File: src/rtl/ssp_pkg.sv
`timescale 1ns/1ps
package ssp_pkg;
  typedef enum logic [1:0] {
    ST_IDLE   = 2'b00,
    ST_CKWAIT = 2'b01,
    ST_XFER   = 2'b10
  } ssp_state_e;

  typedef enum logic [1:0] {
    SRC_EXT = 2'b00,
    SRC_PRE = 2'b01,
    SRC_SYS = 2'b10
  } ssp_src_e;
endpackage

File: src/rtl/ssp_clkgen.sv
`timescale 1ns/1ps
module ssp_clkgen #(
  parameter int unsigned DIV_A = 128,
  parameter int unsigned DIV_B = 512,
  parameter int unsigned DIV_C = 2048
) (
  input  logic       clk_i,
  input  logic       rst_ni,
  input  logic       run_i,
  input  logic       clr_i,
  input  logic       sys_i,
  input  logic [1:0] div_sel_i,
  output logic       sck_o,
  output logic       fall_o,
  output logic       rise_o
);
  localparam int unsigned HA   = DIV_A / 2;
  localparam int unsigned HB   = DIV_B / 2;
  localparam int unsigned HC   = DIV_C / 2;
  localparam int unsigned HMAX = (HA > HB) ? ((HA > HC) ? HA : HC) : ((HB > HC) ? HB : HC);
  localparam int unsigned HW   = (HMAX > 1) ? $clog2(HMAX) : 1;

  logic [HW-1:0] hc_q, lim;
  logic          tick;

  always_comb begin
    if (sys_i) lim = '0;
    else begin
      case (div_sel_i)
        2'b00:   lim = HW'(HA - 1);
        2'b01:   lim = HW'(HB - 1);
        default: lim = HW'(HC - 1);
      endcase
    end
  end

  assign tick   = run_i && !clr_i && (hc_q == lim);
  assign fall_o = tick && sck_o;
  assign rise_o = tick && !sck_o;

  always_ff @(posedge clk_i or negedge rst_ni) begin
    if (!rst_ni) begin
      hc_q  <= '0;
      sck_o <= 1'b1;
    end else if (!run_i || clr_i) begin
      hc_q  <= '0;
      sck_o <= 1'b1;
    end else if (tick) begin
      hc_q  <= '0;
      sck_o <= ~sck_o;
    end else begin
      hc_q  <= hc_q + 1'b1;
    end
  end
endmodule

File: src/rtl/ssp_extedge.sv
`timescale 1ns/1ps
module ssp_extedge (
  input  logic clk_i,
  input  logic rst_ni,
  input  logic en_i,
  input  logic sck_i,
  output logic fall_o,
  output logic rise_o
);
  logic sck_q;

  always_ff @(posedge clk_i or negedge rst_ni) begin
    if (!rst_ni) sck_q <= 1'b1;
    else         sck_q <= sck_i;
  end

  assign fall_o = en_i && sck_q && !sck_i;
  assign rise_o = en_i && !sck_q && sck_i;
endmodule

File: src/rtl/ssp_shifter.sv
`timescale 1ns/1ps
module ssp_shifter #(
  parameter int unsigned W = 8
) (
  input  logic           clk_i,
  input  logic           rst_ni,
  input  logic           clr_i,
  input  logic           launch_i,
  input  logic           active_i,
  input  logic           fall_i,
  input  logic           rise_i,
  input  logic           si_i,
  input  logic           lo_wr_i,
  input  logic           hi_wr_i,
  input  logic [W/2-1:0] nib_i,
  output logic [W-1:0]   data_o,
  output logic           so_bit_o,
  output logic           done_o
);
  localparam int unsigned CW = $clog2(W);
  localparam int unsigned H  = W / 2;

  logic [CW-1:0] cnt_q;

  assign done_o = active_i && rise_i && (cnt_q == CW'(W - 1));

  always_ff @(posedge clk_i or negedge rst_ni) begin
    if (!rst_ni) begin
      data_o   <= '0;
      so_bit_o <= 1'b0;
      cnt_q    <= '0;
    end else begin
      if (launch_i || (active_i && fall_i)) so_bit_o <= data_o[0];
      if (active_i && rise_i) begin
        data_o <= {si_i, data_o[W-1:1]};
      end else if (!active_i) begin
        if (lo_wr_i) data_o[H-1:0] <= nib_i;
        if (hi_wr_i) data_o[W-1:H] <= nib_i;
      end
      // counter wraps to zero on the last bit
      if (clr_i)                   cnt_q <= '0;
      else if (active_i && rise_i) cnt_q <= cnt_q + 1'b1;
    end
  end
endmodule

File: src/rtl/sync_serial_port.sv
`timescale 1ns/1ps
module sync_serial_port #(
  parameter int unsigned W     = 8,
  parameter int unsigned DIV_A = 128,
  parameter int unsigned DIV_B = 512,
  parameter int unsigned DIV_C = 2048
) (
  input  logic           clk_i,
  input  logic           rst_ni,
  input  logic           mode_wr_i,
  input  logic [1:0]     mode_src_i,
  input  logic [1:0]     mode_div_i,
  input  logic           idle_wr_i,
  input  logic           idle_lvl_i,
  input  logic           lo_wr_i,
  input  logic           hi_wr_i,
  input  logic [W/2-1:0] nib_i,
  input  logic           start_i,
  input  logic           flag_clr_i,
  input  logic           sck_i,
  input  logic           si_i,
  output logic           sck_o,
  output logic           sck_oe_o,
  output logic           so_o,
  output logic [W-1:0]   data_o,
  output logic           flag_o,
  output logic [1:0]     state_o
);
  import ssp_pkg::*;

  ssp_state_e st_q, st_d;
  ssp_src_e   src_q, src_new;
  logic [1:0] div_q;
  logic       idle_q, flag_set;
  logic       ext, run_int;
  logic       i_fall, i_rise, e_fall, e_rise, fall, rise;
  logic       launch, active, done, so_bit;

  assign ext     = (src_q == SRC_EXT);
  assign run_int = !ext && (st_q != ST_IDLE);

  always_comb begin
    case (mode_src_i)
      2'b00:   src_new = SRC_EXT;
      2'b01:   src_new = SRC_PRE;
      default: src_new = SRC_SYS;
    endcase
  end

  ssp_clkgen #(.DIV_A(DIV_A), .DIV_B(DIV_B), .DIV_C(DIV_C)) u_clkgen (
    .clk_i     (clk_i),
    .rst_ni    (rst_ni),
    .run_i     (run_int),
    .clr_i     (mode_wr_i),
    .sys_i     (src_q != SRC_PRE),
    .div_sel_i (div_q),
    .sck_o     (sck_o),
    .fall_o    (i_fall),
    .rise_o    (i_rise)
  );

  ssp_extedge u_extedge (
    .clk_i  (clk_i),
    .rst_ni (rst_ni),
    .en_i   (ext && (st_q != ST_IDLE)),
    .sck_i  (sck_i),
    .fall_o (e_fall),
    .rise_o (e_rise)
  );

  assign fall   = ext ? e_fall : i_fall;
  assign rise   = ext ? e_rise : i_rise;
  assign launch = (st_q == ST_CKWAIT) && fall && !mode_wr_i;
  assign active = (st_q == ST_XFER);

  ssp_shifter #(.W(W)) u_shifter (
    .clk_i    (clk_i),
    .rst_ni   (rst_ni),
    .clr_i    (mode_wr_i),
    .launch_i (launch),
    .active_i (active),
    .fall_i   (fall),
    .rise_i   (rise),
    .si_i     (si_i),
    .lo_wr_i  (lo_wr_i),
    .hi_wr_i  (hi_wr_i),
    .nib_i    (nib_i),
    .data_o   (data_o),
    .so_bit_o (so_bit),
    .done_o   (done)
  );

  always_comb begin
    st_d     = st_q;
    flag_set = 1'b0;
    if (mode_wr_i) begin
      st_d     = ST_IDLE;
      flag_set = (st_q == ST_XFER);
    end else begin
      case (st_q)
        ST_IDLE:   if (start_i) st_d = ST_CKWAIT;
        ST_CKWAIT: if (fall)    st_d = ST_XFER;
        ST_XFER: if (done) begin
          flag_set = 1'b1;
          st_d     = ext ? ST_CKWAIT : ST_IDLE;
        end
        default:   st_d = ST_IDLE;
      endcase
    end
  end

  always_ff @(posedge clk_i or negedge rst_ni) begin
    if (!rst_ni) begin
      st_q   <= ST_IDLE;
      src_q  <= SRC_EXT;
      div_q  <= 2'b00;
      idle_q <= 1'b0;
      flag_o <= 1'b0;
    end else begin
      st_q <= st_d;
      if (mode_wr_i) begin
        src_q <= src_new;
        div_q <= mode_div_i;
      end
      if (idle_wr_i) idle_q <= idle_lvl_i;
      if (flag_set)        flag_o <= 1'b1;
      else if (flag_clr_i) flag_o <= 1'b0;
    end
  end

  assign sck_oe_o = !ext;
  assign so_o     = active ? so_bit : idle_q;
  assign state_o  = st_q;
endmodule

File: config.mk
export PLATFORM = sky130hd
export DESIGN_NAME = sync_serial_port
export DESIGN_NICKNAME = d
export VERILOG_FILES = /design/src/rtl/ssp_pkg.sv /design/src/rtl/ssp_clkgen.sv /design/src/rtl/ssp_extedge.sv /design/src/rtl/ssp_shifter.sv /design/src/rtl/sync_serial_port.sv
export SDC_FILE = /design/constraint.sdc
export NUM_CORES = 1
export LEC_CHECK = 0
export BUFFER_PORTS_ARGS = -buffer_cell sky130_fd_sc_hd__buf_2
export CORE_MARGIN = 2
export CORE_UTILIZATION = 30
export DETAILED_ROUTE_END_ITERATION = 12
export GPL_ROUTABILITY_DRIVEN = 0
export GPL_TIMING_DRIVEN = 1
export PLACE_DENSITY_LB_ADDON = 0.2
export SLEW_MARGIN = 30
export SYNTH_ARGS = -nofsm -noshare
export SYNTH_HDL_FRONTEND = slang
export SYNTH_SLANG_ARGS = --single-unit
File: constraint.sdc
create_clock -name clk_i -period 3.65 [get_ports clk_i]
set_input_delay 0.365 -clock clk_i [delete_from_list [all_inputs] [get_ports clk_i]]
set_output_delay 0.365 -clock clk_i [all_outputs]
set_load 0.005 [all_outputs]
==> flow_summary.yaml, run 1 <==
sta:
  clock_skew_ns: 0.005363
  timing.setup.tns_ns: 0
  tightest_slew_ns: 0.7270
  finalCritPeriodShare_pct: 60.12
  relSlewSlack_pct: 51.54
  fmax_ghz: 0.4557
  report.final.slew_viol_count: 0
  rsz0062_at_grt: "no"
  setup_viol_count_final: 0
  setup_ws_ns: 1.455
  final-hold-violation-count: 0
  min_period_ns: 2.195
power:
  p_leak_nw: 0.9036
  power_density_nw_per_um2: 393.7
  power.total_mw: 0.7950
  switching_share_pct: 25.64
  switching_power_mw: 0.2039
  p_int_mw: 0.5911
  clockPowerShare_pct: 35.1
  share_comb_of_total_power_pct: 14.5
  seqPwrFrac_pct: 50.4
  ir_worst_vdd_uv: 207.1
critical_path:
  crit_buf_inv: 0
  critical_path_required_ns: 3.86
  crit_type: "reg -> reg"
  crit_slowest_cell: "or4_1"
  path_cells: "nand2b_1 > or4_1 > a2111o_1 > nand2_2 > a221o_1"
  critPathCaptureType: "register"
  critPathMaxStageDelay_ns: 0.53
  startpoint_type: "register"
  critPathTopFamily: "simple AND/OR/NAND/NOR gates"
  path_max_fanout: 14
  arrival_ns: 2.41
synth:
  synthMuxAreaShare_pct: 3.561
  synth_top_family_by_area: "simple AND/OR/NAND/NOR gates"
  ys_async_sr_fraction_pct: 100.0
  synthesis.area_sq_um: 1687
  synth-simple-area-share_pct: 22.92
  synth_nets: 178
  synth_edf_count: 0
  synth_compound_area_share_pct: 18.62
  synthFlopType: "dfrtp_1"
  ys_types: 47
  syn_area_per_cell_sq_um: 10.81
  ys_seq_elements: 32
  ys_warn_count: 0
  yosysTopAreaCell: "dfrtp_1"
  ys_seq_area_share_pct: 47.63
  synth-adder-area-share_pct: 2.226
  synth_top_area_share_pct: 44.51
  synth-xor-area-share_pct: 4.154
  synthCells: 156
  synth_area_leaders: "dfrtp_1 45%, a221o_1 5.3%, and3_1 3.7%, nor2_1 3.6%, dfstp_2 3.1%"
final_layout:
  regArea_sq_um: 803.3
  fill_cells: 594
  final_util_pct: 36.90
  layout_commonest_cell: "buf_2"
  antenna_cells_inserted: 0
  syn_to_final_growth_pct: 19.73
  drive_above_1_share_pct: 28.87
  multiInputGateArea_sq_um: 868.3
  nets: 215
  mostFrequentLayoutCells: "32 x buf_2, 30 x dfrtp_1, 16 x nor2_1"
  stdcell_count: 266
clock_tree:
  cts-resized-gates: 0
  cts_tree: "built"
  htreeDepth: 2
  clk_pin_slew_worst_paths_ns: 0.07
  clock_sinks: 32
  clockRootBuffer: "clkbuf_8"
  cts_buffers: 5
  cts_setup_buffers: 0
  cts-root-to-sink-buffers: 2
  clk_latency_ns: 0.28
  hold_buffers: 0
floorplanning:
  num_rows: 27
  core_sq_um: 5473
  die_area_sq_um: 6238
  die_h_um: 78.98
  start_util_pct: 30.82
  die_w_um: 78.98
  io_pins: 33
routing:
  wl_um: 3832
  wl_met2_um: 1783
  drt-initial-drc-count: 45
  firstDrtPassIters: 4
  drtAntennaViolNets: 0
  vias_per_cell: 5.173
  drc: 0
  wl_met3_um: 172
  routed-via-count: 1376
  wl_per_cell_um: 14.41
  drt-met1-wl_um: 1819
  topRoutingLayerUsed: "met4"
run_status:
  outcome: "finished clean"
global_route:
  grt_overflow: 0
  antenna_found_initial: 0
  grt_usage_pct: 13.60
  grt_pass1_wl_um: 6541
  grt_max_degree: 33
  grt_pass1_vias: 1384
run:
  maxCapViolations: 0
place:
  place_inst: 258
  dp.final_hpwl_um: 2795
  portBuffers: 32
  dp_slack_ns: 1.475
worst_hold_path:
  min_path_type: "in -> async"
per-layer routing:
layer	GRT usage, %	vias up
li1	-	666
met1	17.64	669
met2	21.86	34
met3	3.409	7
met4	5.172	0
met5	0	-
logic make-up (layout without fill, tap and decap cells):
kind of cell | after synthesis | after routing
buffers and inverters | 4 | 42
AOI/OAI and AO/OA | 35 | 35
DFF | 32 | 32
muxes | 5 | 5
adders and majority gates | 3 | 3
and+or+nand+nor | 69 | 69
xor gates and xnor gates | 8 | 8
Yosys cell counts, types with 2 or more instances:
cell,count
a31oi_1,2
nand3_1,6
dfstp_2,2
nand2_1,10
nor4_1,2
o22ai_1,2
nor2b_1,6
xnor2_1,4
clkbuf_1,2
inv_1,2
dfrtp_1,30
nor2_1,16
xor2_1,4
ha_1,3
nor3_1,3
a221o_1,9
a21oi_1,4
o21ai_0,6
nand4_1,2
mux2_2,4
a221oi_1,2
and3_1,10
final timing paths:
check	slack, ns	endpoint	cells after the start	start
setup / recovery	1.46	u_shifter.data_o[0]	5	state_o[0]
hold / removal	0.14	u_clkgen.hc_q[7]	1	rst_ni
min in group clk_i	0.20	u_extedge.sck_q	1	sck_i
setup reg to reg	1.46	u_shifter.data_o[0]	5	state_o[0]
hold reg to reg	0.51	idle_q	1	idle_q
max in group asynchronous	3.04	u_shifter.cnt_q[2]	1	rst_ni
stage by stage:
step,hold slack [ns],cell area [sq um]
after floorplan,0.06941,1687
after global placement,0.4705,1929
after detailed placement,0.4726,1929
after CTS,0.1595,2019
after global routing,0.1835,2019
final,0.1380,2019
sequential cells by signal, summed over array words and instances (netlist names):
signal and cells:
u_shifter.so_bit_o 1, u_shifter.data_o 8, u_extedge.sck_q 1, div_q 2
state_o 2, u_clkgen.sck_o 1, u_clkgen.hc_q 10, u_shifter.cnt_q 3
flag_o 1, idle_q 1, src_q 2
power by group through the flow:
| stage | clock network, mW | registers, mW | logic [mW] |
|---|---|---|---|
| after floorplan | 0 | 0.404 | 0.0695 |
| after global placement | 0 | 0.408 | 0.117 |
| after detailed placement | 0 | 0.406 | 0.117 |
| after CTS | 0.292 | 0.400 | 0.117 |
| after global routing | 0.306 | 0.405 | 0.128 |
| final | 0.279 | 0.401 | 0.115 |
final cells by class:
type,count,share of cell area [%]
Multi-Input combinational cell,120,43.00
Sequential cell,32,39.78
Timing Repair Buffer,32,7.931
Clock buffer,8,4.461
Tap cell,72,4.461
Inverter,2,0.3717
Note: power is estimated with default switching activity, not from simulation.
==> run 2: changes to the inputs <==
==> constraint.sdc (replaced) <==
create_clock -name clk_i -period 2.12 [get_ports clk_i]
set_input_delay 0.212 -clock clk_i [delete_from_list [all_inputs] [get_ports clk_i]]
set_output_delay 0.212 -clock clk_i [all_outputs]
set_load 0.005 [all_outputs]
==> run 2 against run 1 <==
The flow now finishes with violations (hold timing); first-iteration DRC count is 6.7% higher; sequential share of layout area is 1.1 points lower; clock skew is 0.0031 ns higher; die area stayed put; clock-buffer cell count stayed put.
==> flow_summary.yaml, run 2 (synthesized netlist as in run 1, its figures left out) <==
run_status:
  outcome: "finished, violations left"
  failed_checks: "hold timing"
run:
  maxCapViolations: 0
routing:
  drc: 0
  vias_per_cell: 5.106
  routed-via-count: 1394
  drtAntennaViolNets: 0
  drt-initial-drc-count: 48
  wl_um: 3800
  wl_per_cell_um: 13.92
  firstDrtPassIters: 4
place:
  portBuffers: 32
  dp.final_hpwl_um: 2785
  dp_slack_ns: 0.07591
  place_inst: 265
  place_area_sq_um: 1982
clock_tree:
  htreeDepth: 2
  clockRootBuffer: "clkbuf_8"
  clk_latency_ns: 0.29
  cts_setup_buffers: 0
  hold_buffers: 0
  cts_buffers: 5
  clk_pin_slew_worst_paths_ns: 0.06
  clock_sinks: 32
  cts-root-to-sink-buffers: 2
  cts_tree: "built"
floorplanning:
  die_h_um: 78.98
  num_rows: 27
  core_sq_um: 5473
  die_w_um: 78.98
  die_area_sq_um: 6238
  io_pins: 33
  start_util_pct: 30.82
sta:
  final-hold-violation-count: 23
  setup_ws_ns: 0.08841
  relSlewSlack_pct: 51.24
  rsz0062_at_grt: "yes"
  tightest_slew_ns: 0.7314
  min_period_ns: 2.032
  setup_viol_count_final: 0
  timing.setup.tns_ns: 0
  report.final.slew_viol_count: 0
  whs_ns: -0.01293
  clock_skew_ns: 0.008420
  fmax_ghz: 0.4922
  finalCritPeriodShare_pct: 95.83
global_route:
  grt_overflow: 0
  grt_max_degree: 33
  antenna_found_initial: 0
  grt_pass1_vias: 1438
  grt_usage_pct: 13.64
  grt_pass1_wl_um: 6706
final_layout:
  layout_commonest_cell: "buf_2"
  mostFrequentLayoutCells: "32 x buf_2, 30 x dfrtp_1, 16 x nor2_1"
  fin_area_sq_um: 2078
  largest_reg_flops: 10
  drive_above_1_share_pct: 31.84
  largestRegisters: "u_clkgen.hc_q (10), u_shifter.data_o (8), u_shifter.cnt_q (3)"
  antenna_cells_inserted: 0
  fill_cells: 554
  regMostFlops: "u_clkgen.hc_q"
  stdcell_count: 273
  nets: 222
  final_util_pct: 37.97
  syn_to_final_growth_pct: 23.22
critical_path:
  critical_path_required_ns: 2.28
  crit_type: "reg -> reg"
  critPathCaptureType: "register"
  arrival_ns: 2.19
  startpoint_type: "register"
  path_max_fanout: 5
power:
  power.total_mw: 1.373
  ir_worst_vdd_uv: 286.5
  p_leak_nw: 0.9401
  power_density_nw_per_um2: 660.8
worst_hold_path:
  min_path_type: "in -> async"
run 2: cell count changes in the layout (fill, tap and decap cells not counted):
cell,delta
nor4_1,-1
nor4_2,+1
buf_4,+7
run 2: power breakdown:
part | internal [mW] | switching (mW) | leakage [nW]
combinational | 0.103 | 0.101 | 0.481
sequential | 0.653 | 0.0355 | 0.414
clock | 0.264 | 0.216 | 0.0455
run 2: final timing paths:
check                                  from                  end  slack, ns  cells past startpoint
min in group clk_i                    sck_i      u_extedge.sck_q       0.04                      1
min reg2reg                u_clkgen.hc_q[0]     u_clkgen.hc_q[0]       0.52                      1
min                                  rst_ni     u_clkgen.hc_q[9]      -0.01                      1
max                                src_q[1]  u_shifter.data_o[6]       0.09                      5
max in group asynchronous            rst_ni  u_shifter.data_o[4]       1.66                      1
max reg2reg                        src_q[1]  u_shifter.data_o[6]       0.09                      5
run 2: timing repair:
| action | 4_1_cts | 5_1_grt |
|---|---|---|
| setup endpoints to repair | 0 | 12 |
| hold endpoints to repair | 0 | 0 |
| resized for setup | 0 | 1 |
run 2: layout make-up:
cell class / count / area, sq um / area share (%)
clock buffers: 8 / 90.09 / 4.335
inverters: 2 / 7.507 / 0.3612
multi-input cells: 120 / 874.6 / 42.08
flip-flops and latches: 32 / 803.3 / 38.65
well taps: 72 / 90.09 / 4.335
repair buffers: 39 / 212.7 / 10.23
run 2: per-layer routing:
layer  routed length (um)  GRT usage [%]  vias to the layer above
met3                  182          3.523                        8
met2                 1769          21.61                       38
met5                    0              0                        -
met4                   76          5.517                        0
li1                     -              -                      684
met1                 1773          17.73                      664
run 2: worst max-delay path: stages, from the launching register on:
cell	delay, ns
dfrtp_1	0.41
nand2b_4	0.18
or3_4	0.44
a211oi_2	0.34
a221oi_1	0.20
a221o_1	0.34
